**config.mk**
```make
export PLATFORM = sky130hd
export DESIGN_NAME = rx_poll_sched
export DESIGN_NICKNAME = d
export VERILOG_FILES = /design/src/rtl/rx_poll_pkg.sv /design/src/rtl/rx_poll_ctl_regs.sv /design/src/rtl/rx_poll_timer.sv /design/src/rtl/rx_poll_req.sv /design/src/rtl/rx_poll_sched.sv
export SDC_FILE = /design/constraint.sdc
export NUM_CORES = 1
export LEC_CHECK = 0
export BUFFER_PORTS_ARGS = -buffer_cell sky130_fd_sc_hd__buf_2
export CORE_ASPECT_RATIO = 1.2
export CORE_UTILIZATION = 45
export CTS_CLUSTER_DIAMETER = 80
export DETAILED_ROUTE_END_ITERATION = 12
export PLACE_DENSITY = 0.8
export SYNTH_ARGS = -nofsm -noshare
export SYNTH_HDL_FRONTEND = slang
export SYNTH_SLANG_ARGS = --single-unit
export TNS_END_PERCENT = 10
```
**constraint.sdc**
```tcl
create_clock -name clk -period 2.6 [get_ports clk]
set_input_delay 0.52 -clock clk [delete_from_list [all_inputs] [get_ports clk]]
set_output_delay 0.52 -clock clk [all_outputs]
set_load 0.02 [all_outputs]
```
**src/rtl/rx_poll_pkg.sv**
```systemverilog
package rx_poll_pkg;

    localparam int CTL_W        = 2;
    localparam int DEMAND_POS   = 0;
    localparam int POLL_OFF_POS = 1;

    typedef struct packed {
        logic poll_off;
        logic demand;
    } rxp_ctl_t;

    typedef enum logic [0:0] {
        REQ_IDLE = 1'b0,
        REQ_WAIT = 1'b1
    } rxp_req_state_e;

    function automatic rxp_ctl_t to_ctl(input logic [CTL_W-1:0] raw);
        rxp_ctl_t c;
        c.demand   = raw[DEMAND_POS];
        c.poll_off = raw[POLL_OFF_POS];
        return c;
    endfunction

    function automatic logic [CTL_W-1:0] from_ctl(input rxp_ctl_t c);
        logic [CTL_W-1:0] raw;
        raw[DEMAND_POS]   = c.demand;
        raw[POLL_OFF_POS] = c.poll_off;
        return raw;
    endfunction

endpackage

```
**src/rtl/rx_poll_ctl_regs.sv**
```systemverilog
module rx_poll_ctl_regs
    import rx_poll_pkg::*;
(
    input  logic             clk,
    input  logic             hard_rst,
    input  logic             wr_en,
    input  logic [CTL_W-1:0] wr_data,
    input  logic             fetch_done,
    output rxp_ctl_t         ctl
);

    rxp_ctl_t wr_fields;

    always_comb begin
        wr_fields = to_ctl(wr_data);
    end

    always_ff @(posedge clk) begin
        if (hard_rst) begin
            ctl <= '0;
        end else begin
            if (wr_en) begin
                ctl.poll_off <= wr_fields.poll_off;
            end
            if (wr_en && wr_fields.demand) begin
                ctl.demand <= 1'b1;
            end else if (fetch_done) begin
                ctl.demand <= 1'b0;
            end
        end
    end

endmodule

```
**src/rtl/rx_poll_timer.sv**
```systemverilog
module rx_poll_timer #(
    parameter int CNT_W = 16
) (
    input  logic             clk,
    input  logic             hard_rst,
    input  logic             restart,
    input  logic             reload_now,
    input  logic             count_en,
    input  logic [CNT_W-1:0] reload_val,
    output logic             expired
);

    localparam logic [CNT_W-1:0] CNT_ZERO = '0;
    localparam logic [CNT_W-1:0] CNT_ONE  = CNT_W'(1);

    logic [CNT_W-1:0] cnt;

    always_ff @(posedge clk) begin
        if (hard_rst || restart || reload_now) begin
            cnt <= reload_val;
        end else if (count_en && (cnt != CNT_ZERO)) begin
            cnt <= cnt - CNT_ONE;
        end
    end

    assign expired = (cnt == CNT_ZERO);

endmodule

```
**src/rtl/rx_poll_req.sv**
```systemverilog
module rx_poll_req
    import rx_poll_pkg::*;
(
    input  logic clk,
    input  logic hard_rst,
    input  logic cancel,
    input  logic want,
    input  logic ack,
    output logic req,
    output logic issue,
    output logic done
);

    rxp_req_state_e state;

    always_ff @(posedge clk) begin
        if (hard_rst || cancel) begin
            state <= REQ_IDLE;
        end else begin
            unique case (state)
                REQ_IDLE: if (want) state <= REQ_WAIT;
                REQ_WAIT: if (ack)  state <= REQ_IDLE;
                default:            state <= REQ_IDLE;
            endcase
        end
    end

    assign req   = (state == REQ_WAIT);
    assign issue = (state == REQ_IDLE) && want && !cancel;
    assign done  = req && ack;

endmodule

```
**src/rtl/rx_poll_sched.sv**
```systemverilog
module rx_poll_sched
    import rx_poll_pkg::*;
#(
    parameter int CNT_W = 16
) (
    input  logic             clk,
    input  logic             hard_rst,
    input  logic             soft_rst,
    input  logic             stop_rx,
    input  logic             rx_en,
    input  logic             cfg_wr_en,
    input  logic [1:0]       cfg_wr_data,
    output logic [1:0]       cfg_rd_data,
    input  logic [CNT_W-1:0] poll_reload,
    output logic             fetch_req,
    input  logic             fetch_ack
);

    rxp_ctl_t ctl;
    logic     restart;
    logic     cancel;
    logic     expired;
    logic     want;
    logic     issue;
    logic     done;
    logic     count_en;

    assign restart  = soft_rst || stop_rx;
    assign cancel   = restart || !rx_en;
    assign want     = rx_en && (ctl.demand || (!ctl.poll_off && expired));
    assign count_en = rx_en && !ctl.poll_off && !fetch_req;

    rx_poll_ctl_regs u_regs (
        .clk        (clk),
        .hard_rst   (hard_rst),
        .wr_en      (cfg_wr_en),
        .wr_data    (cfg_wr_data),
        .fetch_done (done),
        .ctl        (ctl)
    );

    rx_poll_timer #(.CNT_W(CNT_W)) u_timer (
        .clk        (clk),
        .hard_rst   (hard_rst),
        .restart    (restart),
        .reload_now (issue),
        .count_en   (count_en),
        .reload_val (poll_reload),
        .expired    (expired)
    );

    rx_poll_req u_req (
        .clk      (clk),
        .hard_rst (hard_rst),
        .cancel   (cancel),
        .want     (want),
        .ack      (fetch_ack),
        .req      (fetch_req),
        .issue    (issue),
        .done     (done)
    );

    assign cfg_rd_data = from_ctl(ctl);

endmodule

```
==> flow_summary.ini <==
[detailed_routing]
viasPerCell = 5.17
wl_per_cell_um = 12.0
firstDrtPassIters = 4
drt_wl_total_um = 2100
vias = 904
ant_nets = 0
drc = 0
drt_iter0_drc = 16

[critical_path]
startpoint = u_timer.cnt[9]
crit_end = u_timer.cnt[5]
arrival_ns = 2.23
rrSetupSlack_ns = 0.43
cp-end-kind = flop
rr_startpoint = u_timer.cnt[9]
rr_endpoint = u_timer.cnt[5]
cp-start-kind = flop
path_class = reg2reg
path_max_fanout = 30
rr_worst_depth = 5
critPathRequiredTime_ns = 2.66

[global_routing]
grt_pass1_wl_um = 3560
first_global_vias = 909
overflow = 0
grt_max_degree = 31
antenna_found_initial = 0
grt_use_total = 0.182

[power_and_ir_drop]
netSwitchingFraction = 0.266
p_clk_frac = 0.236
p_int_uw = 472
power.density_nw_per_um2 = 483
power.switching_uw = 171
pwr-share-seq = 0.605
peakVddDrop_uv = 238
p_comb_frac = 0.159
leakage_nw = 0.555

[layout]
area_delta_synth_final_pct = 17.7
layout_common_cells = buf_2, nand2_1, o21ai_0, edfxtp_1, nor2_1
post-route-cell-area_um2 = 1330
antenna_cells = 0
drive_above_1_share = 0.264
fin_nets = 172
mostFrequentLayoutCell = buf_2

[timing]
fmax_ghz = 0.460
fin_tns_setup_ns = 0
hold_violations = 0
min_period_ns = 2.17
rsz0062_at_grt = no
skew_ns = 0.00399
fin_crit_sh = 0.836
relSlewSlack = 0.725
drv_slew = 0
hold_slack_ns = 0.395
fin_ws_ns = 0.427
finalSetupViolations = 0
worstMarginPinSlew_ns = 0.409

[floorplanning]
std_cell_rows = 19
dieWidth_um = 47.8
coreArea_um2 = 2330
die_height_um = 56.9
io_pins = 28
initial_utilization = 0.485
die-area_um2 = 2720

[clocking]
cts_buffers = 3
cts_resized = 0
root_buffer = clkbuf_4
hold_buffers = 0
clock-sinks = 19
worstSkewPairLatency_ns = 0.31
post_cts_buffers = 0
cts_tree = yes
path_clk_slew_ns = 0.10
htreeDepth = 1
clockBufferDepth = 2

[placement]
place_ws_ns = 0.399
routabilityCongestion = 0.789
place_area_um2 = 1310
numPortBuffers = 27
hpwl_um = 1650

[synthesis]
synth_warnings = 0
syn_area_um2 = 1130
yosys.area.top_type = edfxtp_1
ys.flop_type = edfxtp_1
synth_area_leaders = edfxtp_1, o21ai_0, nand2_1, xnor2_1, xor2_1
synthDominantCellAreaShare = 0.425
synth-seq-cells = 19
syn-num-nets = 139
synth-edff-count = 16
synthArstFlopShare = 0
yosysUniqueCellTypes = 29
synth.avg_cell_area_um2 = 10.1
syn_inst = 112
yosysSeqAreaShare = 0.478

[worst_hold_path]
hold_class = in2reg

[flow_run]
maxCapViolCount = 0

[outcome]
status = finished, final reports clean
==> power groups by stage <==
stage                     clock (mW)  combinational (mW)  sequential (mW)
final                          0.152               0.102            0.389
after global routing           0.172               0.117            0.393
after CTS                      0.160               0.104            0.390
after detailed placement           0               0.103            0.396
after global placement             0               0.101            0.394
after floorplan                    0              0.0679            0.391
==> cell families after synthesis <==
kind of cell	after synthesis	share of synthesized area
muxes	1	0.00885
AOI/OAI and AO/OA	21	0.121
buffers and inverters	5	0.0332
DFF	19	0.478
and+or+nand+nor	50	0.229
xor gates and xnor gates	14	0.108
adders and majority gates	2	0.0221
==> per-stage QoR <==
step | util | std cells | total power, mW
after detailed placement | 0.560 | 171 | 0.500
after global placement | 0.560 | 171 | 0.495
after CTS | 0.571 | 175 | 0.654
after global routing | 0.571 | 175 | 0.682
after floorplan | - | 112 | 0.459
final | 0.571 | 175 | 0.643
==> Yosys cell counts (all sizes together), types with 2 or more instances <==
master  count
o41ai       2
inv         2
ha          2
nand4b      2
buf         3
xnor2       7
nor3        5
nand2      22
xor2        7
nand3       3
o21ai      17
edfxtp     16
nor2       10
dfxtp       3
==> flip-flops by register name (all words and copies together) (netlist names) <==
name,flops
u_regs.ctl,2
u_req.req,1
u_timer.cnt,16
==> routing by layer <==
| metal | wire length (um) | vias up | global-route usage |
|---|---|---|---|
| met5 | 0 | - | 0 |
| met4 | 53 | 0 | 0.107 |
| met2 | 1100 | 23 | 0.299 |
| li1 | - | 459 | - |
| met1 | 866 | 417 | 0.209 |
| met3 | 76 | 5 | 0.0289 |
==> cell type report <==
cell class	count	area [um^2]
multi-input cells	88	553
inverters	2	7.51
clock buffers	4	26.3
flip-flops and latches	19	541
fillers	219	998
repair buffers	31	165
well taps	31	38.8
==> critical path, cell delays in order (launching register included) <==
cell and delay [ns]:
edfxtp_1 0.48, nor4_4 0.33, nand4b_2 0.21, o41ai_4 0.42
buf_4 0.32, o21ai_0 0.14
==> worst min-delay path by stage <==
stage / start / endpoint / slack, ns / cells after the start
after floorplan: u_regs.ctl[1] / u_regs.ctl[1] / 0.59 / 2
after global placement: u_regs.ctl[1] / u_regs.ctl[1] / 0.51 / 2
after detailed placement: u_regs.ctl[1] / u_regs.ctl[1] / 0.54 / 2
after CTS: hard_rst / u_regs.ctl[0] / 0.38 / 2
after global routing: hard_rst / u_regs.ctl[0] / 0.38 / 2
final: hard_rst / u_regs.ctl[0] / 0.40 / 2
Note: power is estimated with default switching activity, not from simulation.
